`src/rtl/ost_pkg.sv`:
```
package ost_pkg;
  // Byte offsets decoded by the register bus
  localparam logic [7:0] OFS_MATCH  = 8'h00;
  localparam logic [7:0] OFS_COUNT  = 8'h10;
  localparam logic [7:0] OFS_STATUS = 8'h14;
  localparam logic [7:0] OFS_ENABLE = 8'h1C;
endpackage

```
`src/rtl/ost_count.sv`:
```
module ost_count #(
  parameter int CNT_W = 32
) (
  input  logic             clk,
  input  logic             rst,
  input  logic             tick_i,
  input  logic             arm_i,
  input  logic [CNT_W-1:0] arm_val_i,
  output logic [CNT_W-1:0] cnt_o,
  output logic             hit_o
);
  logic [CNT_W-1:0] cnt_q, tgt_q, cnt_nx;
  logic             run_q;

  assign cnt_nx = cnt_q + CNT_W'(1);
  // a match write in the same cycle wins over the hit
  assign hit_o  = run_q & tick_i & ~arm_i & (cnt_nx == tgt_q);
  assign cnt_o  = cnt_q;

  always_ff @(posedge clk) begin
    if (rst) begin
      cnt_q <= '0;
      tgt_q <= '0;
      run_q <= 1'b0;
    end else if (arm_i) begin
      tgt_q <= arm_val_i;
      run_q <= 1'b1;
    end else if (run_q && tick_i) begin
      cnt_q <= cnt_nx;
      if (cnt_nx == tgt_q) run_q <= 1'b0;
    end
  end

  AST_HALT_HOLDS: assert property (@(posedge clk) disable iff (rst)
    !run_q |=> $stable(cnt_q));
  AST_STOP_AT_TARGET: assert property (@(posedge clk) disable iff (rst)
    $fell(run_q) |-> (cnt_q == tgt_q));
  AST_NO_TICK_NO_STEP: assert property (@(posedge clk) disable iff (rst)
    !tick_i |=> $stable(cnt_q));
endmodule

```
`src/rtl/ost_event.sv`:
```
module ost_event #(
  parameter int DATA_W = 32
) (
  input  logic              clk,
  input  logic              rst,
  input  logic              hit_i,
  input  logic              en_we_i,
  input  logic [DATA_W-1:0] en_wdata_i,
  input  logic              st_we_i,
  output logic [DATA_W-1:0] en_o,
  output logic              st_o
);
  logic [DATA_W-1:0] en_q;
  logic              st_q;

  always_ff @(posedge clk) begin
    if (rst) begin
      en_q <= '0;
      st_q <= 1'b0;
    end else begin
      if (en_we_i) en_q <= en_wdata_i;
      if (hit_i && (en_q != '0)) st_q <= 1'b1;
      else if (st_we_i)          st_q <= 1'b0;
    end
  end

  assign en_o = en_q;
  assign st_o = st_q;

  AST_STATUS_NEEDS_EN: assert property (@(posedge clk) disable iff (rst)
    $rose(st_q) |-> ($past(en_q) != '0));
  AST_STATUS_NEEDS_HIT: assert property (@(posedge clk) disable iff (rst)
    $rose(st_q) |-> $past(hit_i));
  AST_CLEAR_DROPS: assert property (@(posedge clk) disable iff (rst)
    (st_we_i && !hit_i) |=> !st_q);
endmodule

```
`src/rtl/ost_rdmux.sv`:
```
module ost_rdmux
  import ost_pkg::*;
#(
  parameter int ADDR_W = 8,
  parameter int DATA_W = 32,
  parameter int CNT_W  = 32
) (
  input  logic              clk,
  input  logic              rst,
  input  logic [ADDR_W-1:0] addr_i,
  input  logic [CNT_W-1:0]  cnt_i,
  input  logic              st_i,
  input  logic [DATA_W-1:0] en_i,
  output logic [DATA_W-1:0] rdata_o
);
  logic [DATA_W-1:0] rdata_q;
  logic              mapped;

  assign mapped = (addr_i == ADDR_W'(OFS_COUNT)) || (addr_i == ADDR_W'(OFS_STATUS)) ||
                  (addr_i == ADDR_W'(OFS_ENABLE));

  always_ff @(posedge clk) begin
    if (rst) rdata_q <= '0;
    else if (addr_i == ADDR_W'(OFS_COUNT))  rdata_q <= DATA_W'(cnt_i);
    else if (addr_i == ADDR_W'(OFS_STATUS)) rdata_q <= DATA_W'(st_i);
    else if (addr_i == ADDR_W'(OFS_ENABLE)) rdata_q <= en_i;
    else rdata_q <= '0;
  end

  assign rdata_o = rdata_q;

  AST_UNMAPPED_ZERO: assert property (@(posedge clk) disable iff (rst)
    !mapped |=> (rdata_q == '0));
endmodule

```
`src/rtl/ost_match_timer.sv`:
```
module ost_match_timer
  import ost_pkg::*;
#(
  parameter int ADDR_W = 8,
  parameter int DATA_W = 32,
  parameter int CNT_W  = 32
) (
  input  logic              clk,
  input  logic              rst,
  input  logic              tick,
  input  logic [ADDR_W-1:0] bus_addr,
  input  logic              bus_we,
  input  logic [DATA_W-1:0] bus_wdata,
  output logic [DATA_W-1:0] bus_rdata,
  output logic              irq
);
  logic             wr_match, wr_status, wr_enable, hit, st;
  logic [CNT_W-1:0] cnt;
  logic [DATA_W-1:0] en;

  assign wr_match  = bus_we && (bus_addr == ADDR_W'(OFS_MATCH));
  assign wr_status = bus_we && (bus_addr == ADDR_W'(OFS_STATUS));
  assign wr_enable = bus_we && (bus_addr == ADDR_W'(OFS_ENABLE));

  ost_count #(.CNT_W(CNT_W)) u_count (
    .clk(clk), .rst(rst), .tick_i(tick), .arm_i(wr_match),
    .arm_val_i(bus_wdata[CNT_W-1:0]), .cnt_o(cnt), .hit_o(hit)
  );

  ost_event #(.DATA_W(DATA_W)) u_event (
    .clk(clk), .rst(rst), .hit_i(hit), .en_we_i(wr_enable),
    .en_wdata_i(bus_wdata), .st_we_i(wr_status), .en_o(en), .st_o(st)
  );

  ost_rdmux #(.ADDR_W(ADDR_W), .DATA_W(DATA_W), .CNT_W(CNT_W)) u_rdmux (
    .clk(clk), .rst(rst), .addr_i(bus_addr), .cnt_i(cnt), .st_i(st),
    .en_i(en), .rdata_o(bus_rdata)
  );

  assign irq = st;

  AST_ARM_NO_STATUS: assert property (@(posedge clk) disable iff (rst)
    (wr_match && !st) |=> !irq);
endmodule

```
`config.mk`:
```
export PLATFORM = sky130hd
export DESIGN_NAME = ost_match_timer
export DESIGN_NICKNAME = d
export VERILOG_FILES = /design/src/rtl/ost_pkg.sv /design/src/rtl/ost_count.sv /design/src/rtl/ost_event.sv /design/src/rtl/ost_rdmux.sv /design/src/rtl/ost_match_timer.sv
export SDC_FILE = /design/constraint.sdc
export NUM_CORES = 1
export LEC_CHECK = 0
export ABC_AREA = 1
export BUFFER_PORTS_ARGS = -buffer_cell sky130_fd_sc_hd__buf_4
export CORE_MARGIN = 5
export CORE_UTILIZATION = 25
export CTS_BUF_LIST = sky130_fd_sc_hd__clkbuf_8
export CTS_CLUSTER_SIZE = 24
export DETAILED_ROUTE_END_ITERATION = 8
export SYNTH_ARGS = -nofsm -noshare
export SYNTH_HDL_FRONTEND = slang
export SYNTH_SLANG_ARGS = --single-unit
```
`constraint.sdc`:
```
create_clock -name clk -period 1.85 [get_ports clk]
set_input_delay 0.37 -clock clk [delete_from_list [all_inputs] [get_ports clk]]
set_output_delay 0.37 -clock clk [all_outputs]
set_load 0.02 [all_outputs]
```
Word-level counts from Yosys, hierarchy flattened
Index checks and enable logic that the tools add are counted.

Register bits after elaboration: 130. Latch bits: 0. Bits in writable memories: 0. ROM bits: 0. Logic and storage cells: 35. Memories kept: 0.

$add $sub $neg: 1. $mul: 0. Div/mod/pow operators: 0. Order comparisons: 0. Equal/unequal tests: 4. Shift operators: 0. Multiplexer cells: 8. Bitwise logic cells: 4. Reductions and logical operators: 12.

Operator list (number): 2-to-1 mux 32 bit (3); adder 32 x 1 -> 32 bit, second input constant (1); == test 32 bit (1); nonzero test 32 bit (1); == test 8 x 5 -> 1 bit, second input constant (3); logical NOT 8 bit (1); nonzero test 2 bit (3); logical AND 1 bit (5); 2-to-1 mux 1 bit (5); AND reduction 2 bit (2); AND 1 bit (3); NOT 1 bit (1).

Logic depth before layout (Yosys ltp)
Gate-level depths: netlist of run 1.

Depth after elaboration: 7. Gate-level depth with buffers: 16. Mapped depth without buffers: 16.

By module
A second synthesis of run 1 with hierarchy kept.

Cell total of the unflattened synthesis: 1055. Area, all modules: 6846.6 µm².

Modules (own cells, without submodules): ost_count (instances 1, cells an instance 703, area an instance 4237.8 µm², seq. area each 1301.2 µm²); ost_rdmux (instances 1, cells an instance 165, area an instance 1292.5 µm², seq. area each 640.6 µm²); ost_event (instances 1, cells an instance 173, area an instance 1257.5 µm², seq. area each 660.6 µm²); ost_match_timer (instances 1, cells an instance 14, area an instance 58.8 µm², seq. area each 0.0 µm²).

Worst setup path before layout of run 1
No wires, ideal clock.

Kind: register -> register. Start point: register u_count.cnt_q[0] (netlist: u_count.cnt_o[0]). End point: register u_count.run_q. Arrival: 1735 ps. Required time: 1737 ps. Path slack: 2 ps. Stages on the path, launching flop included: 17. Path buffers: 0. Path through: dfxtp_1 -> ha_1 -> nand2_2 -> nor2_4 -> nand2_2 -> nor2_4 -> nand2_1 -> nand2_1 -> nand2_1 -> nand2_1 -> nand2_1 -> nor2_1 -> nand2_1 -> nor2_2 -> nand3_1 -> nand2_1 -> nor2_1.

Cells in the longest elaborated chain, start to end: 4.

RTL lines: start, declared (RTL line ost_count.sv:12) `logic [CNT_W-1:0] cnt_q, tgt_q, cnt_nx;`; start signal, assigned (RTL line ost_count.sv:29) `cnt_q <= cnt_nx;`; adder 32 x 1 -> 32 bit (RTL line ost_count.sv:15) `assign cnt_nx = cnt_q + CNT_W'(1);`; == test 32 bit (RTL line ost_count.sv:30) `if (cnt_nx == tgt_q) run_q <= 1'b0;`; nonzero test 2 bit (no source line); AND reduction 2 bit (no source line); end signal, assigned (RTL line ost_count.sv:24) `run_q <= 1'b0;`; end signal, assigned (RTL line ost_count.sv:27) `run_q <= 1'b1;`; end signal, assigned (RTL line ost_count.sv:30); end, declared (RTL line ost_count.sv:13) `logic run_q;`.

Every way passes these cells. A chain may end at the register's enable or synchronous reset.

Worst setup path in the final report of run 1
Start point: register u_count.cnt_q[0] (netlist: u_count.cnt_o[0]). End point: register u_event.st_q (netlist: u_event.st_o).

Cells in the longest elaborated chain, start to end: 5.

RTL lines: adder 32 x 1 -> 32 bit (*) (RTL line ost_count.sv:15); == test 32 bit (*) (RTL line ost_count.sv:17) `assign hit_o = run_q & tick_i & ~arm_i & (cnt_nx == tgt_q);`; AND 1 bit (*) (RTL line ost_count.sv:17); logical AND 1 bit (*) (RTL line ost_event.sv:22) `if (hit_i && (en_q != '0)) st_q <= 1'b1;`; 2-to-1 mux 1 bit or nonzero test 2 bit (tied branches); end signal, assigned (RTL line ost_event.sv:19) `st_q <= 1'b0;`; end signal, assigned (RTL line ost_event.sv:22); end signal, assigned (RTL line ost_event.sv:23) `else if (st_we_i) st_q <= 1'b0;`; end, declared (RTL line ost_event.sv:14) `logic st_q;`.

Mark *: on every way between the ends. The rest lies on a longest branch, timed or not.

==> results of run 1 <==
[per-stage QoR]
stage | setup slack (ps) | setup TNS [ps]
floorplan | 1.70 | 0
global placement | -233 | -3710
detailed placement | -278 | -5490
CTS | -194 | -445
global route | -332 | -817
finish | -219 | -478
[synth_stat cells]
cell        n
nand2_1   279
xnor3_1     2
nand4_1     4
nor4_2      1
nor3_1      2
buf_2       4
clkbuf_1   37
nor2_1     77
nor2_4      7
inv_1     101
inv_2       1
o21bai_1    2
nor2_2      7
buf_1       1
o21ai_1     1
nand3b_1    5
xnor2_1     1
o21ai_0    66
a21oi_1   108
nand2_4     1
nand3_1    93
nand2_2     6
xor2_1      4
dfxtp_1   130
ha_1        1
o31ai_1     1
o211ai_1    7
nor4_1      7
clkinv_1    1
a31oi_1     8
[per-layer routing]
layer,share of wire,global-route usage,wire length (µm),vias up
met1,0.45,0.194,9670,3184
met4,0.028,0.0585,607,0
met3,0.044,0.0249,939,43
met5,0,0,0,-
met2,0.48,0.247,10300,175
li1,-,-,-,3522
[cell type report]
cell class / count / area (µm²) / share of cell area
clock buffer: 19 / 262 / 0.0291
clock inverter: 13 / 149 / 0.0166
inverter: 103 / 387 / 0.0431
multi-input combinational: 690 / 3320 / 0.370
sequential: 130 / 2620 / 0.292
tap: 330 / 413 / 0.0460
timing repair buffer: 226 / 1820 / 0.203
[cell families (layout without fill, tap and decap cells)]
kind of cell / count (synthesis) / count (layout)
AND/OR/NAND/NOR: 489 / 489
AO/OA/AOI/OAI: 193 / 193
buffers and inverters: 145 / 361
flip-flops: 130 / 130
XOR/XNOR: 7 / 7
adder cells (fa/ha/maj): 1 / 1
[power by group through the flow]
stage                     logic (mW)  clock network (mW)  registers [mW]
after floorplan               0.0791                   0            2.87
after global placement         0.226                   0            2.87
after detailed placement       0.226                   0            2.87
after CTS                      0.227                2.59            2.80
after global routing           0.247                2.72            2.80
final                          0.228                2.54            2.80
[worst max-delay path: cells and delay by family, from the launching register on]
| family | cells | cell delay [ps] |
|---|---|---|
| flip-flops | 1 | 370 |
| buffers and inverters | 1 | 180 |
| AO/OA/AOI/OAI | 1 | 150 |
| AND/OR/NAND/NOR | 11 | 1130 |
| adder cells (fa/ha/maj) | 1 | 150 |
[worst paths after layout]
path / slack, ps / cells past startpoint / from / endpoint
setup / recovery: -220 / 14 / u_count.cnt_o[0]$_SDFFE_PP0P_ / u_event.st_o$_SDFFE_PP0P_
hold / removal: 130 / 3 / bus_wdata[19] / u_count.tgt_q[19]$_SDFFE_PP0P_
setup reg to reg: -220 / 14 / u_count.cnt_o[0]$_SDFFE_PP0P_ / u_event.st_o$_SDFFE_PP0P_
hold reg to reg: 470 / 2 / u_event.en_o[11]$_SDFFE_PP0P_ / u_event.en_o[11]$_SDFFE_PP0P_
[flip-flops by register name, summed over array words and instances (netlist names)]
| name | flops |
|---|---|
| u_event.st_o | 1 |
| u_count.tgt_q | 32 |
| u_count.cnt_o | 32 |
| u_count.run_q | 1 |
| u_event.en_o | 32 |
| u_rdmux.rdata_o | 32 |
[timing repair]
item / in CTS / in global routing
resized for setup: 31 / 13
pin swaps: 18 / 17
endpoints found under the setup margin: 2 / 4
hold buffers: 0 / 0
setup buffers: 10 / 3
==> metrics.cfg, run 1 <==
[status]
status = complete, but fails checks
violations = negative setup slack

[placement]
dp_hpwl_um = 16400
io_buffer_count = 76
placed_cells = 1466
postPlaceCellArea_mm2 = 0.00833
place_congestion = 0.886

[synthesis]
syn_area_mm2 = 0.00636
syn_area_per_cell_um2 = 6.59
synth_mux_area_frac = 0
synth-seq-cells = 130
ys_types = 30
synth_cells = 965
yosysSeqAreaShare = 0.409
yosys.area_share.simple = 0.331
synth_top_family_by_area = simple AND/OR/NAND/NOR gates
synth_fa_ha_area_frac = 0.00197
yosys_warnings = 0
yosysTopAreaCell = dfxtp_1
synthTopCellsByArea = dfxtp_1 (41%), nand2_1 (16%), a21oi_1 (8.5%), nand3_1 (7.3%), inv_1 (6.0%)
synthXorXnorAreaFrac = 0.0140
synth-compound-area-share = 0.157
synth_top_area_frac = 0.409
syn_nets = 1010

[setup_path]
slowest_stage = dfxtp_4
start_kind = flop
worst-setup-path-type = reg2reg
worstPathArrival_ps = 2450
max_stage_delay_ps = 370
crit_fanout = 3
endpoint_kind = flop
cpMostUsedCell = nand2_1
path_cells = ha_4 > nand3_1 > buf_4 > nor2_1 > nand2_1 > nand2_1 > nand3_1 > nand2_1 > nand2_1 > nor2_1 > nand2_1 > nor2_2 > nand4_1 > a21oi_1
required_ps = 2230

[sta]
min_period_ps = 2070
skew_ps = 10.2
maxSlewViolCount = 0
setup_violations = 3
worstMarginPinSlew_ps = 818
grt_setup_unrepaired = yes
finalCritPeriodShare = 1.12
hold_viol_final = 0
timing.fmax_mhz = 483
finalWorstSetupSlack_ps = -219
hold_ws_ps = 131
slew_headroom = 0.455

[power]
leakage_nw = 3.79
power_density_mw_per_mm2 = 621
ir_worst_vdd_mv = 0.442
p_total_mw = 5.57
p_clk_frac = 0.457
seq_power_share = 0.503
cell_internal_pwr_mw = 4.19
p_comb_frac = 0.041
power_switching_share = 0.248
p_switching_mw = 1.38

[global_route]
grt_pass1_vias = 6728
grt_max_degree = 66
grtUsageTotal = 0.149
grt_pass1_wl_um = 34500
antenna_found_initial = 0
grt_overflow_total = 0

[floorplan]
start_util = 0.253
dieArea_mm2 = 0.0287
die_y_um = 169
core-area_mm2 = 0.0251
die_w_um = 169
fp-row-count = 58
io_pins = 77

[route]
drt_iter0_drc = 511
wl_per_cell_um = 14.2
viasPerCell = 4.58
first_pass_iters = 5
antenna_left = 0
routed_wl_um = 21500
drc = 0
num_vias = 6924

[clock_network]
cts_made_buffers = 17
clk_pin_slew_ps = 80
clockBufferDepth = 2
root_buffer = clkbuf_8
clk_latency_ps = 460
tritoncts = done
clock-sinks = 130
htree_levels = 4

[layout]
utilization = 0.357
nFillCells = 2689
fin_cells = 1511
design_area_mm2 = 0.00897
layout_common_cells = nand2_1 (272), buf_4 (213), dfxtp_1 (122)
syn_to_final_growth_pct = 41.2
antenna_cells = 0
nNetsFinal = 1213
drive_gt1_frac = 0.265
final_common_cell = nand2_1

[worst_hold_path]
hp-class = in2reg

[flow_run]
drv_cap = 0

(Power assumes the default switching activity.)
==> inputs of run 2 (changes only) <==
--- a/config.mk
+++ b/config.mk
@@ -7,11 +7,14 @@
 export LEC_CHECK = 0
 export ABC_AREA = 1
 export BUFFER_PORTS_ARGS = -buffer_cell sky130_fd_sc_hd__buf_4
+export CAP_MARGIN = 10
 export CORE_MARGIN = 5
 export CORE_UTILIZATION = 25
 export CTS_BUF_LIST = sky130_fd_sc_hd__clkbuf_8
+export CTS_CLUSTER_DIAMETER = 200
 export CTS_CLUSTER_SIZE = 24
 export DETAILED_ROUTE_END_ITERATION = 8
+export SKIP_LAST_GASP = 1
 export SYNTH_ARGS = -nofsm -noshare
 export SYNTH_HDL_FRONTEND = slang
 export SYNTH_SLANG_ARGS = --single-unit
==> run 2 against run 1 <==
Effect of this change:
- the flow still finishes with violations (negative setup slack)
- sequential share of layout area is the same
- flip-flop and latch count is the same
- via count shrank 0.23%
- die area is the same
- worst setup slack lost 3.2 ps
- highest routed layer unchanged
==> metrics.cfg, run 2 (synthesis results as in run 1) <==
[floorplan]
core-area_mm2 = 0.0251  ; unchanged
fp-row-count = 58  ; unchanged
die_y_um = 169  ; unchanged
dieArea_mm2 = 0.0287  ; unchanged
die_w_um = 169  ; unchanged
io_pins = 77  ; unchanged
start_util = 0.253  ; unchanged

[power]
leakage_nw = 3.79  ; unchanged
p_total_mw = 5.57  ; about the same
power_density_mw_per_mm2 = 621  ; about the same
ir_worst_vdd_mv = 0.442  ; about the same

[sta]
worstMarginPinSlew_ps = 819  ; +1.19 ps
skew_ps = 10.4  ; +0.147 ps
hold_viol_final = 0  ; unchanged
setup_violations = 3  ; unchanged
maxSlewViolCount = 0  ; unchanged
slew_headroom = 0.454  ; -0.000796
finalWorstSetupSlack_ps = -222  ; -3.24 ps
grt_setup_unrepaired = yes
min_period_ps = 2070  ; +3.24 ps
timing.fmax_mhz = 483  ; -0.16%
finalCritPeriodShare = 1.12  ; +0.00175
hold_ws_ps = 131  ; -0.124 ps

[route]
wl_per_cell_um = 14.2  ; about the same
antenna_left = 0  ; unchanged
drt_iter0_drc = 519  ; +1.6%
first_pass_iters = 5  ; unchanged
routed_wl_um = 21500  ; about the same
drc = 0  ; unchanged
num_vias = 6908  ; -0.23%
viasPerCell = 4.57  ; -0.23%

[global_route]
grtUsageTotal = 0.149  ; unchanged
grt_pass1_wl_um = 34500  ; unchanged
grt_max_degree = 66  ; unchanged
grt_overflow_total = 0  ; unchanged
grt_pass1_vias = 6728  ; unchanged
antenna_found_initial = 0  ; unchanged

[layout]
design_area_mm2 = 0.00897  ; unchanged
drive_gt1_frac = 0.265  ; unchanged
antenna_cells = 0  ; unchanged
syn_to_final_growth_pct = 41.2  ; unchanged
nNetsFinal = 1213  ; unchanged
nFillCells = 2689  ; unchanged
layout_common_cells = nand2_1 (272), buf_4 (213), dfxtp_1 (122)
final_common_cell = nand2_1

[setup_path]
start_kind = flop
worstPathArrival_ps = 2450  ; about the same
worst-setup-path-type = reg2reg
crit_fanout = 3  ; unchanged
endpoint_kind = flop
required_ps = 2230  ; about the same

[status]
violations = negative setup slack
status = complete, but fails checks

[clock_network]
root_buffer = clkbuf_8
cts_made_buffers = 17  ; unchanged
clk_latency_ps = 460  ; about the same
clock-sinks = 130  ; unchanged
tritoncts = done
clockBufferDepth = 2  ; unchanged
htree_levels = 4  ; unchanged
clk_pin_slew_ps = 80  ; about the same

[placement]
place_congestion = 0.886  ; unchanged
dp_hpwl_um = 16400  ; unchanged
io_buffer_count = 76  ; unchanged
postPlaceCellArea_mm2 = 0.00833  ; unchanged

[worst_hold_path]
hp-class = in2reg

[flow_run]
drv_cap = 0  ; unchanged

-- run 2: cell counts in the layout (fill, tap and decap cells not counted) --
Identical to the previous run, type by type.
-- run 2: power breakdown --
part | switching (mW) | internal, mW | leakage, nW
Sequential | 0.00251 | 2.80 | 1.05
Combinational | 0.127 | 0.101 | 2.54
Clock | 1.25 | 1.29 | 0.205
-- run 2: area by class of cell --
type | instances | area [µm²] | area share
clock inverter | 13 | 149 | 0.0166
tap | 330 | 413 | 0.0460
clock buffer | 19 | 262 | 0.0291
timing repair buffer | 226 | 1820 | 0.203
multi-input combinational | 690 | 3320 | 0.370
inverter | 103 | 387 | 0.0431
sequential | 130 | 2620 | 0.292
-- run 2: worst paths after layout --
path	from	endpoint	slack, ps	cells after the start
worst min-delay path	bus_wdata[19]	u_count.tgt_q[19]$_SDFFE_PP0P_	130	3
worst max register to register	u_count.cnt_o[0]$_SDFFE_PP0P_	u_event.st_o$_SDFFE_PP0P_	-220	14
worst min register to register	u_event.en_o[11]$_SDFFE_PP0P_	u_event.en_o[11]$_SDFFE_PP0P_	470	2
worst max-delay path	u_count.cnt_o[0]$_SDFFE_PP0P_	u_event.st_o$_SDFFE_PP0P_	-220	14
-- run 2: metal layers --
metal / wire length (µm) / track usage / up-vias
met5: 0 / 0 / -
met4: 594 / 0.0585 / 0
met3: 924 / 0.0249 / 37
met2: 10300 / 0.247 / 167
met1: 9670 / 0.194 / 3182
li1: - / - / 3522
-- run 2: stage by stage --
step	worst slack, ps	instances	setup TNS (ps)	util
2_1_floorplan	1.70	965	0	-
3_3_place_gp	-233	1466	-3710	0.332
3_5_place_dp	-278	1466	-5490	0.332
4_1_cts	-194	1508	-445	0.355
5_1_grt	-332	1511	-817	0.357
6_report	-222	1511	-479	0.357
-- run 2: what timing repair did --
item | 4_1_cts | 5_1_grt
gates resized for setup | 31 | 13
setup buffers | 10 | 3
hold buffers | 0 | 0
setup endpoints to repair | 2 | 4
pin swaps | 18 | 16
-- run 2: critical path, cell delays in order (launching register included) --
cell     delay [ps]
dfxtp_4         370
ha_4            150
nand3_1         130
buf_4           180
nor2_1          150
nand2_1         110
nand2_1         120
nand3_1          80
nand2_1          80
nand2_1          50
nor2_1          120
nand2_1          80
nor2_2          120
nand4_1          90
a21oi_1         150
